<file path="src/rtl/spi_guard_pkg.sv">
package spi_guard_pkg;

   localparam int REG_SEL_W = 2;

   typedef enum logic [REG_SEL_W-1:0] {
      SEL_FLOOR  = 2'd0,
      SEL_PREFIX = 2'd1,
      SEL_CTRL   = 2'd2,
      SEL_SPARE  = 2'd3
   } reg_sel_e;

   localparam int CTRL_LOCK_BIT = 0;
   localparam int CTRL_VIOL_BIT = 1;

   typedef struct packed {
      logic valid;
      logic allow;
      logic deny;
   } verdict_t;

endpackage

</file>
<file path="src/rtl/guard_floor_cmp.sv">
module guard_floor_cmp #(
   parameter int ADDR_W    = 24,
   parameter int FLOOR_LSB = 8,
   localparam int FLOOR_W  = ADDR_W - FLOOR_LSB
) (
   input  logic [ADDR_W-1:0]  addr_i,
   input  logic [FLOOR_W-1:0] floor_i,
   output logic               pass_o
);

   if (FLOOR_LSB < 1 || FLOOR_LSB >= ADDR_W) begin : g_bad_lsb
      $error("guard_floor_cmp: FLOOR_LSB must lie inside the address");
   end

   // The low FLOOR_LSB bits of the floor count as zero, so comparing
   // only the upper slice is exact: addr >= {floor, 0...0}.
   logic [FLOOR_W-1:0] addr_hi;
   logic               unused_low_bits;

   assign addr_hi         = addr_i[ADDR_W-1:FLOOR_LSB];
   assign unused_low_bits = ^addr_i[FLOOR_LSB-1:0];
   assign pass_o          = (addr_hi >= floor_i);

endmodule

</file>
<file path="src/rtl/guard_prefix_match.sv">
module guard_prefix_match #(
   parameter int OP_W     = 8,
   parameter int N_PREFIX = 2
) (
   input  logic [OP_W-1:0]          opcode_i,
   input  logic [N_PREFIX*OP_W-1:0] prefix_i,
   output logic                     hit_o
);

   if (N_PREFIX < 1) begin : g_bad_count
      $error("guard_prefix_match: need at least one prefix slot");
   end

   logic [N_PREFIX-1:0] slot_hit;

   for (genvar k = 0; k < N_PREFIX; k++) begin : g_slot
      assign slot_hit[k] = (opcode_i == prefix_i[k*OP_W +: OP_W]);
   end

   assign hit_o = |slot_hit;

endmodule

</file>
<file path="src/rtl/guard_regs.sv">
module guard_regs
   import spi_guard_pkg::*;
#(
   parameter int ADDR_W    = 24,
   parameter int FLOOR_LSB = 8,
   parameter int OP_W      = 8,
   parameter int N_PREFIX  = 2,
   parameter int DATA_W    = 32,
   parameter logic [N_PREFIX*OP_W-1:0] PREFIX_RST = 16'h0004,
   localparam int FLOOR_W  = ADDR_W - FLOOR_LSB,
   localparam int PFX_W    = N_PREFIX * OP_W
) (
   input  logic                 clk,
   input  logic                 rst_n,
   input  logic                 wr_en,
   input  reg_sel_e             sel,
   input  logic [DATA_W-1:0]    wr_data,
   input  logic                 deny_evt,
   output logic [DATA_W-1:0]    rd_data,
   output logic [FLOOR_W-1:0]   floor_o,
   output logic [PFX_W-1:0]     prefix_o,
   output logic                 lock_o,
   output logic                 viol_o
);

   if (ADDR_W > DATA_W) begin : g_bad_addr
      $error("guard_regs: address does not fit in a register word");
   end
   if (PFX_W > DATA_W) begin : g_bad_pfx
      $error("guard_regs: prefix set does not fit in a register word");
   end
   if (DATA_W < 2) begin : g_bad_ctrl
      $error("guard_regs: control register needs two bits");
   end

   logic [FLOOR_W-1:0] floor_q;
   logic [PFX_W-1:0]   prefix_q;
   logic               lock_q;
   logic               viol_q;
   logic               wr_floor, wr_prefix, wr_ctrl;
   logic               unused_wbits;

   assign wr_floor     = wr_en && (sel == SEL_FLOOR)  && !lock_q;
   assign wr_prefix    = wr_en && (sel == SEL_PREFIX) && !lock_q;
   assign wr_ctrl      = wr_en && (sel == SEL_CTRL);
   assign unused_wbits = ^wr_data;

   always_ff @(posedge clk or negedge rst_n) begin
      if (!rst_n) begin
         floor_q  <= '0;
         prefix_q <= PREFIX_RST;
      end else begin
         if (wr_floor)  floor_q  <= wr_data[ADDR_W-1:FLOOR_LSB];
         if (wr_prefix) prefix_q <= wr_data[PFX_W-1:0];
      end
   end

   always_ff @(posedge clk or negedge rst_n) begin
      if (!rst_n) begin
         lock_q <= 1'b0;
      end else if (wr_ctrl && wr_data[CTRL_LOCK_BIT]) begin
         lock_q <= 1'b1;
      end
   end

   // Set has priority over the write-one-to-clear.
   always_ff @(posedge clk or negedge rst_n) begin
      if (!rst_n) begin
         viol_q <= 1'b0;
      end else if (deny_evt) begin
         viol_q <= 1'b1;
      end else if (wr_ctrl && wr_data[CTRL_VIOL_BIT]) begin
         viol_q <= 1'b0;
      end
   end

   always_comb begin
      rd_data = '0;
      unique case (sel)
         SEL_FLOOR:  rd_data[ADDR_W-1:FLOOR_LSB] = floor_q;
         SEL_PREFIX: rd_data[PFX_W-1:0]          = prefix_q;
         SEL_CTRL: begin
            rd_data[CTRL_LOCK_BIT] = lock_q;
            rd_data[CTRL_VIOL_BIT] = viol_q;
         end
         default:    rd_data = '0;
      endcase
   end

   assign floor_o  = floor_q;
   assign prefix_o = prefix_q;
   assign lock_o   = lock_q;
   assign viol_o   = viol_q;

   a_r7_lock_holds: assert property (@(posedge clk) disable iff (!rst_n)
      lock_q |=> lock_q)
      else $error("lock bit dropped without reset");

   a_r8_floor_frozen: assert property (@(posedge clk) disable iff (!rst_n)
      lock_q |=> $stable(floor_q))
      else $error("floor changed while locked");

   a_r8_prefix_frozen: assert property (@(posedge clk) disable iff (!rst_n)
      lock_q |=> $stable(prefix_q))
      else $error("prefix changed while locked");

   a_r10_viol_holds: assert property (@(posedge clk) disable iff (!rst_n)
      (viol_q && !(wr_en && sel == SEL_CTRL && wr_data[CTRL_VIOL_BIT])) |=> viol_q)
      else $error("violation flag cleared without a clear write");

endmodule

</file>
<file path="src/rtl/spi_access_guard.sv">
module spi_access_guard
   import spi_guard_pkg::*;
#(
   parameter int ADDR_W    = 24,
   parameter int FLOOR_LSB = 8,
   parameter int OP_W      = 8,
   parameter int N_PREFIX  = 2,
   parameter int DATA_W    = 32,
   parameter logic [N_PREFIX*OP_W-1:0] PREFIX_RST = 16'h0004,
   localparam int FLOOR_W  = ADDR_W - FLOOR_LSB,
   localparam int PFX_W    = N_PREFIX * OP_W
) (
   input  logic              clk,
   input  logic              rst_n,
   input  logic              reg_wr,
   input  logic [1:0]        reg_sel,
   input  logic [DATA_W-1:0] reg_wdata,
   output logic [DATA_W-1:0] reg_rdata,
   input  logic              req_valid,
   input  logic [ADDR_W-1:0] req_addr,
   input  logic [OP_W-1:0]   req_opcode,
   input  logic              req_atomic_first,
   output logic              dec_valid,
   output logic              dec_allow,
   output logic              dec_deny,
   output logic              viol_flag
);

   logic [FLOOR_W-1:0] floor_w;
   logic [PFX_W-1:0]   prefix_w;
   logic               lock_w;
   logic               floor_pass;
   logic               prefix_hit;
   logic               req_ok;
   logic               deny_now;
   verdict_t           verdict_q;

   guard_regs #(
      .ADDR_W     (ADDR_W),
      .FLOOR_LSB  (FLOOR_LSB),
      .OP_W       (OP_W),
      .N_PREFIX   (N_PREFIX),
      .DATA_W     (DATA_W),
      .PREFIX_RST (PREFIX_RST)
   ) u_regs (
      .clk      (clk),
      .rst_n    (rst_n),
      .wr_en    (reg_wr),
      .sel      (reg_sel_e'(reg_sel)),
      .wr_data  (reg_wdata),
      .deny_evt (deny_now),
      .rd_data  (reg_rdata),
      .floor_o  (floor_w),
      .prefix_o (prefix_w),
      .lock_o   (lock_w),
      .viol_o   (viol_flag)
   );

   guard_floor_cmp #(
      .ADDR_W    (ADDR_W),
      .FLOOR_LSB (FLOOR_LSB)
   ) u_floor (
      .addr_i  (req_addr),
      .floor_i (floor_w),
      .pass_o  (floor_pass)
   );

   guard_prefix_match #(
      .OP_W     (OP_W),
      .N_PREFIX (N_PREFIX)
   ) u_prefix (
      .opcode_i (req_opcode),
      .prefix_i (prefix_w),
      .hit_o    (prefix_hit)
   );

   assign req_ok   = floor_pass && (!req_atomic_first || prefix_hit);
   assign deny_now = req_valid && !req_ok;

   always_ff @(posedge clk or negedge rst_n) begin
      if (!rst_n) begin
         verdict_q <= '0;
      end else begin
         verdict_q.valid <= req_valid;
         verdict_q.allow <= req_valid && req_ok;
         verdict_q.deny  <= deny_now;
      end
   end

   assign dec_valid = verdict_q.valid;
   assign dec_allow = verdict_q.allow;
   assign dec_deny  = verdict_q.deny;

   logic unused_lock;
   assign unused_lock = lock_w;

   a_r9_valid_follows: assert property (@(posedge clk) disable iff (!rst_n)
      req_valid |=> dec_valid)
      else $error("no decision one cycle after request");

   a_r9_idle_quiet: assert property (@(posedge clk) disable iff (!rst_n)
      !req_valid |=> (!dec_valid && !dec_allow && !dec_deny))
      else $error("decision outputs active without request");

   a_r9_one_verdict: assert property (@(posedge clk) disable iff (!rst_n)
      dec_valid |-> (dec_allow ^ dec_deny))
      else $error("decision not exactly one of allow and deny");

   a_r3_zero_floor: assert property (@(posedge clk) disable iff (!rst_n)
      (req_valid && floor_w == '0 && !req_atomic_first) |=> dec_allow)
      else $error("zero floor refused a plain request");

   a_r10_viol_on_deny: assert property (@(posedge clk) disable iff (!rst_n)
      dec_deny |-> viol_flag)
      else $error("denial did not set the violation flag");

endmodule

</file>
<file path="config.mk">
export PLATFORM = sky130hd
export DESIGN_NAME = spi_access_guard
export DESIGN_NICKNAME = d
export VERILOG_FILES = /design/src/rtl/spi_guard_pkg.sv /design/src/rtl/guard_floor_cmp.sv /design/src/rtl/guard_prefix_match.sv /design/src/rtl/guard_regs.sv /design/src/rtl/spi_access_guard.sv
export SDC_FILE = /design/constraint.sdc
export NUM_CORES = 1
export LEC_CHECK = 0
export BUFFER_PORTS_ARGS = -buffer_cell sky130_fd_sc_hd__buf_4
export CORE_ASPECT_RATIO = 1.2
export CORE_MARGIN = 8
export CORE_UTILIZATION = 25
export CTS_CLUSTER_DIAMETER = 100
export DETAILED_ROUTE_END_ITERATION = 8
export GPL_ROUTABILITY_DRIVEN = 0
export HOLD_SLACK_MARGIN = 0.12
export PLACE_DENSITY = 0.58
export SLEW_MARGIN = 20
export SYNTH_ARGS = -nofsm -noshare
export SYNTH_HDL_FRONTEND = slang
export SYNTH_SLANG_ARGS = --single-unit
</file>
<file path="constraint.sdc">
create_clock -name clk -period 3.5 [get_ports clk]
set_input_delay 0.525 -clock clk [delete_from_list [all_inputs] [get_ports clk]]
set_output_delay 0.525 -clock clk [all_outputs]
set_load 0.03 [all_outputs]
</file>
* Yosys cells after proc, flatten, opt, wreduce, memory -nomap -nowiden
Cells that the tools add are included.
** Storage, ports and cells
- Output and inout port bits :: 36
- Bits in registers :: 37
- Input bits :: 71
- Logic and storage cells :: 35
** Operators by class
- Equality and inequality tests :: 4
- Magnitude comparators :: 1
- Multiplexer cells :: 6
- Reduce and logical (&&, ||, !) cells :: 17
** Operators by type and width (count)
- equality test 8 bit :: 2
- >= comparator 16 bit :: 1
- case mux 8 bit (2 select lines) :: 1
- logical AND 1 bit :: 10
- 2-to-1 mux 8 bit :: 1
- 2-to-1 mux 6 bit :: 1
- case mux 2 bit (2 select lines) :: 1
- zero test 1 bit :: 3
- equality test 2 x 1 -> 1 bit, second input constant :: 1
- equality test 2 bit, second input constant :: 1
- zero test 2 bit :: 1
- 2-to-1 mux 1 bit :: 2
- nonzero test 2 bit :: 1
- OR reduction 2 bit :: 1
- logical OR 1 bit :: 1

* Depth between registers and ports, before layout
- Depth in word-level cells :: 7
- Depth in mapped cells :: 7

* By module
From an unflattened synthesis, not the netlist that was laid out.
** Unflattened totals
- Cell total of the unflattened synthesis :: 199
- Area total of the unflattened synthesis :: 2348.5 µm²
** By module, submodules not included
- guard_regs :: instances 1, cells each 117, seq. area each 852.1 µm², area an instance 1682.9 µm²
- guard_floor_cmp :: instances 1, cells each 55, seq. area each 0.0 µm², area an instance 399.1 µm²
- guard_prefix_match :: instances 1, cells each 21, seq. area each 0.0 µm², area an instance 171.4 µm²
- spi_access_guard :: instances 1, cells each 6, seq. area each 75.1 µm², area an instance 95.1 µm²

* Worst setup path before layout
No wires, ideal clock.
- Path kind :: in2out
- From :: input port reg_sel[1]
- To :: output port reg_rdata[10]
- Path buffers :: 2
- Arrival :: 1.426 ns
- Slack :: 1.549 ns
- Stages on the path :: 5
- Cells stage by stage :: inv_1 ha_1 buf_2 clkbuf_1 a22o_1
** Between the ends
- Cells in the longest elaborated chain, start to end :: 2
** Ends and longest elaborated chain
- from (decl) :: RTL line spi_access_guard.sv:16 : input logic [1:0] reg_sel,
- equality test 2 x 1 -> 1 bit / zero test 2 bit (equally long branches) :: RTL line guard_regs.sv:79 : unique case (sel)
- case mux 8 bit (2 select lines) (*) :: RTL line guard_regs.sv:79
- to (decl) :: RTL line spi_access_guard.sv:18 : output logic [DATA_W-1:0] reg_rdata,
Every way passes the cells marked *; elsewhere a longest branch is shown, timed or not.

* Final worst setup path
- From :: input port reg_sel[0]
- To :: output port reg_rdata[9]
The elaborated chain is that of the path after synthesis.

==> reports/results.txt <==
run status - completed
Final HPWL DP - 5080 µm
met1 Usage GRT - 0.119
Setup CP Type - input port to output pin
synthesis-to-layout area growth - 35.5%
worst slew pin tran - 718 ps
H-tree depth - 2
drt via density - 4.35
Synth Area in Adders - 0.105
max cap viols - 0
Post-synth EDFFs - 0
Worst Path Max Fanout - 17
Post-synth top cells - dfrtp_1, mux2_2, inv_1, ha_1, xor2_1
Starting DRT DRC Count - 54
TritonCTS Buffers - 5
Tcrit/Tclk final - 0.654
Initial Utilization - 0.254
antenna violations before repair - 0
placed cells - 402
CP Capture Type - output pin
Layout Cells excl Fill - 409
vias in the first global route - 2024
Cells after Synth - 205
mapped cell area - 2270 µm²
Port-buffer cells - 82
FF-to-FF path depth - 7
count of pins over their slew limit - 0
CP Data Arrival Time - 1770 ps
worst-path cell chain - buf_4, inv_1, ha_1, a22o_1, buf_4
overall power - 1.67 mW
Cell variety after synth - 32
Detailed Route WL - 6470 µm
Area contributors post-synth - dfrtp_1, mux2_2, ha_1
WP data required - 2970 ps
met3 Usage GRT - 0.0368
top_reg_cell synth - dfrtp_1
antenna viol nets, final - 0
Seq/Total Area, Yosys - 0.408
VDD IR max - 0.000259 V
met2 usage in global routing - 0.179
RSZ-0062 raised after global routing - no
drt first pass iters - 4
HP Class - input port to asynchronous set/reset pin
Die X - 103 µm
pwr dens - 543 nW/µm²
CTS clk-pin slew, worst paths - 70 ps
largest family of logic cells by synthesized area - multiplexers
total die area - 12400 µm²
layout cells sized above 1 - 0.439
GRT overflow - 0
GR peak layer - met2
syn avg cell area - 11.1 µm²
# clock sinks - 37
Residual DRC - 0
Clock Tree Root - clkbuf_8
# rows - 38
n_diodes - 0
Post-Route Skew - 4.53 ps
synthesized flop and latch total - 37
Layout Utilization - 0.344
Clk Latency, worst-skew pair - 290 ps
CTS tree - done
relative slew slack - 0.521
critical path's most frequent cell - buf_4
post-synthesis compound-gate area fraction - 0.0843
xor/xnor share of the synthesized area - 0.0617
yosys warns - 0
nature of the critical path startpoint - input port
setup ws final - 1210 ps
# IOs - 107
PostCTS Resize Cnt - 0
cts hold-fix bufs - 0
vias - 1779
# nets final - 379
first-pass GRT wire length - 10100 µm
gr usage total - 0.106
wire per inst - 15.8 µm
setup TNS - 0 ps
Leak - 1.54 nW
post-synthesis simple-gate area fraction - 0.109
Placeable Area - 8940 µm²
Fmax - 437 MHz
mux contribution to synthesized area - 0.159
Longest Clk Path Bufs - 2
most common cell in the netlist - dfrtp_1
post-synth top area share - 0.397
Slowest cell on crit path - ha_1
post-route minimum period - 2290 ps
setup violation total in the final timing report - 0
number of filler cells placed in the layout - 951
Post-CTS Setup Bufs - 0
die height - 120 µm
dominant cell type by area after synthesis - dfrtp_1
slowest stage delay, CP - 620 ps
Final Hold Fails - 0
largest net degree at the start of global routing - 38
asr flop ratio synth - 1.00
pre-CTS setup slack - 1170 ps
stage by stage:
step / area [µm²] / hold WS (ps)
after global placement: 2990 / 482
after detailed placement: 2990 / 495
after floorplan: 2300 / 229
after CTS: 3080 / 209
after global routing: 3080 / 231
final: 3080 / 197
placed cells by master (no fill, tap or decap), drive strengths merged:
cell,n
nand4,4
xor2,16
a41oi,1
inv,20
ha,19
nor3,2
dfstp,1
conb,8
o21ai,2
nand2,8
nand2b,1
and2,14
a22oi,2
clkbuf,7
nor2b,3
a31o,1
a22o,8
a2111oi,2
buf,84
nor2,1
a21oi,4
mux2,32
a21boi,1
dfrtp,36
nand3b,1
a21o,2
nand3,4
and3,1
nor4,4
critical path, delay by kind of cell:
family                   cells  cell delay [ps]
AO/OA/AOI/OAI                1              260
adder cells (fa/ha/maj)      1              620
buffers and inverters        3              350
layer usage:
metal  vias to the layer above  share of wire  wire length, µm
li1                        855              -                -
met1                       846           0.41             2620
met2                        71           0.49             3150
met3                         7          0.096              618
met4                         0          0.011               74
met5                         -              0                0
path summary, 6_finish.rpt:
| kind | start | endpoint | slack, ps |
|---|---|---|---|
| max in group asynchronous | rst_n | u_regs.prefix_o[2] | 2950 |
| max reg2reg | u_regs.floor_o[13] | dec_allow | 1660 |
| min in group clk | req_valid | dec_valid | 380 |
| min | rst_n | u_regs.prefix_o[5] | 200 |
| min reg2reg | u_regs.lock_o | u_regs.lock_o | 510 |
| max | reg_sel[0] | reg_rdata[9] | 1210 |
cell type report:
| type | instances | area, µm² | share of cell area |
|---|---|---|---|
| multi-input combinational | 141 | 1210 | 0.392 |
| sequential | 37 | 927 | 0.301 |
| timing repair buffer | 84 | 631 | 0.205 |
| tap | 120 | 150 | 0.0488 |
| clock buffer | 7 | 86.3 | 0.0281 |
| inverter | 20 | 75.1 | 0.0244 |
state kept, by name, indices dropped and copies added (netlist names):
register	cells
dec_allow	1
dec_deny	1
dec_valid	1
u_regs.floor_o	16
u_regs.lock_o	1
u_regs.prefix_o	16
u_regs.viol_o	1
power by group:
group | internal, mW | switching (mW) | leakage (nW)
combinational | 0.340 | 0.324 | 1.05
sequential | 0.573 | 0.120 | 0.438
clock | 0.156 | 0.156 | 0.0443
total | 1.07 | 0.600 | 1.54
cells by family after synthesis:
| logic type | Yosys count |
|---|---|
| mux | 32 |
| compound gates | 23 |
| other cells | 1 |
| flops | 37 |
| xor+xnor | 16 |
| fa+ha+maj | 19 |
| simple gates | 43 |
| buf+inv | 34 |
Note: power is estimated with default switching activity, not from simulation.
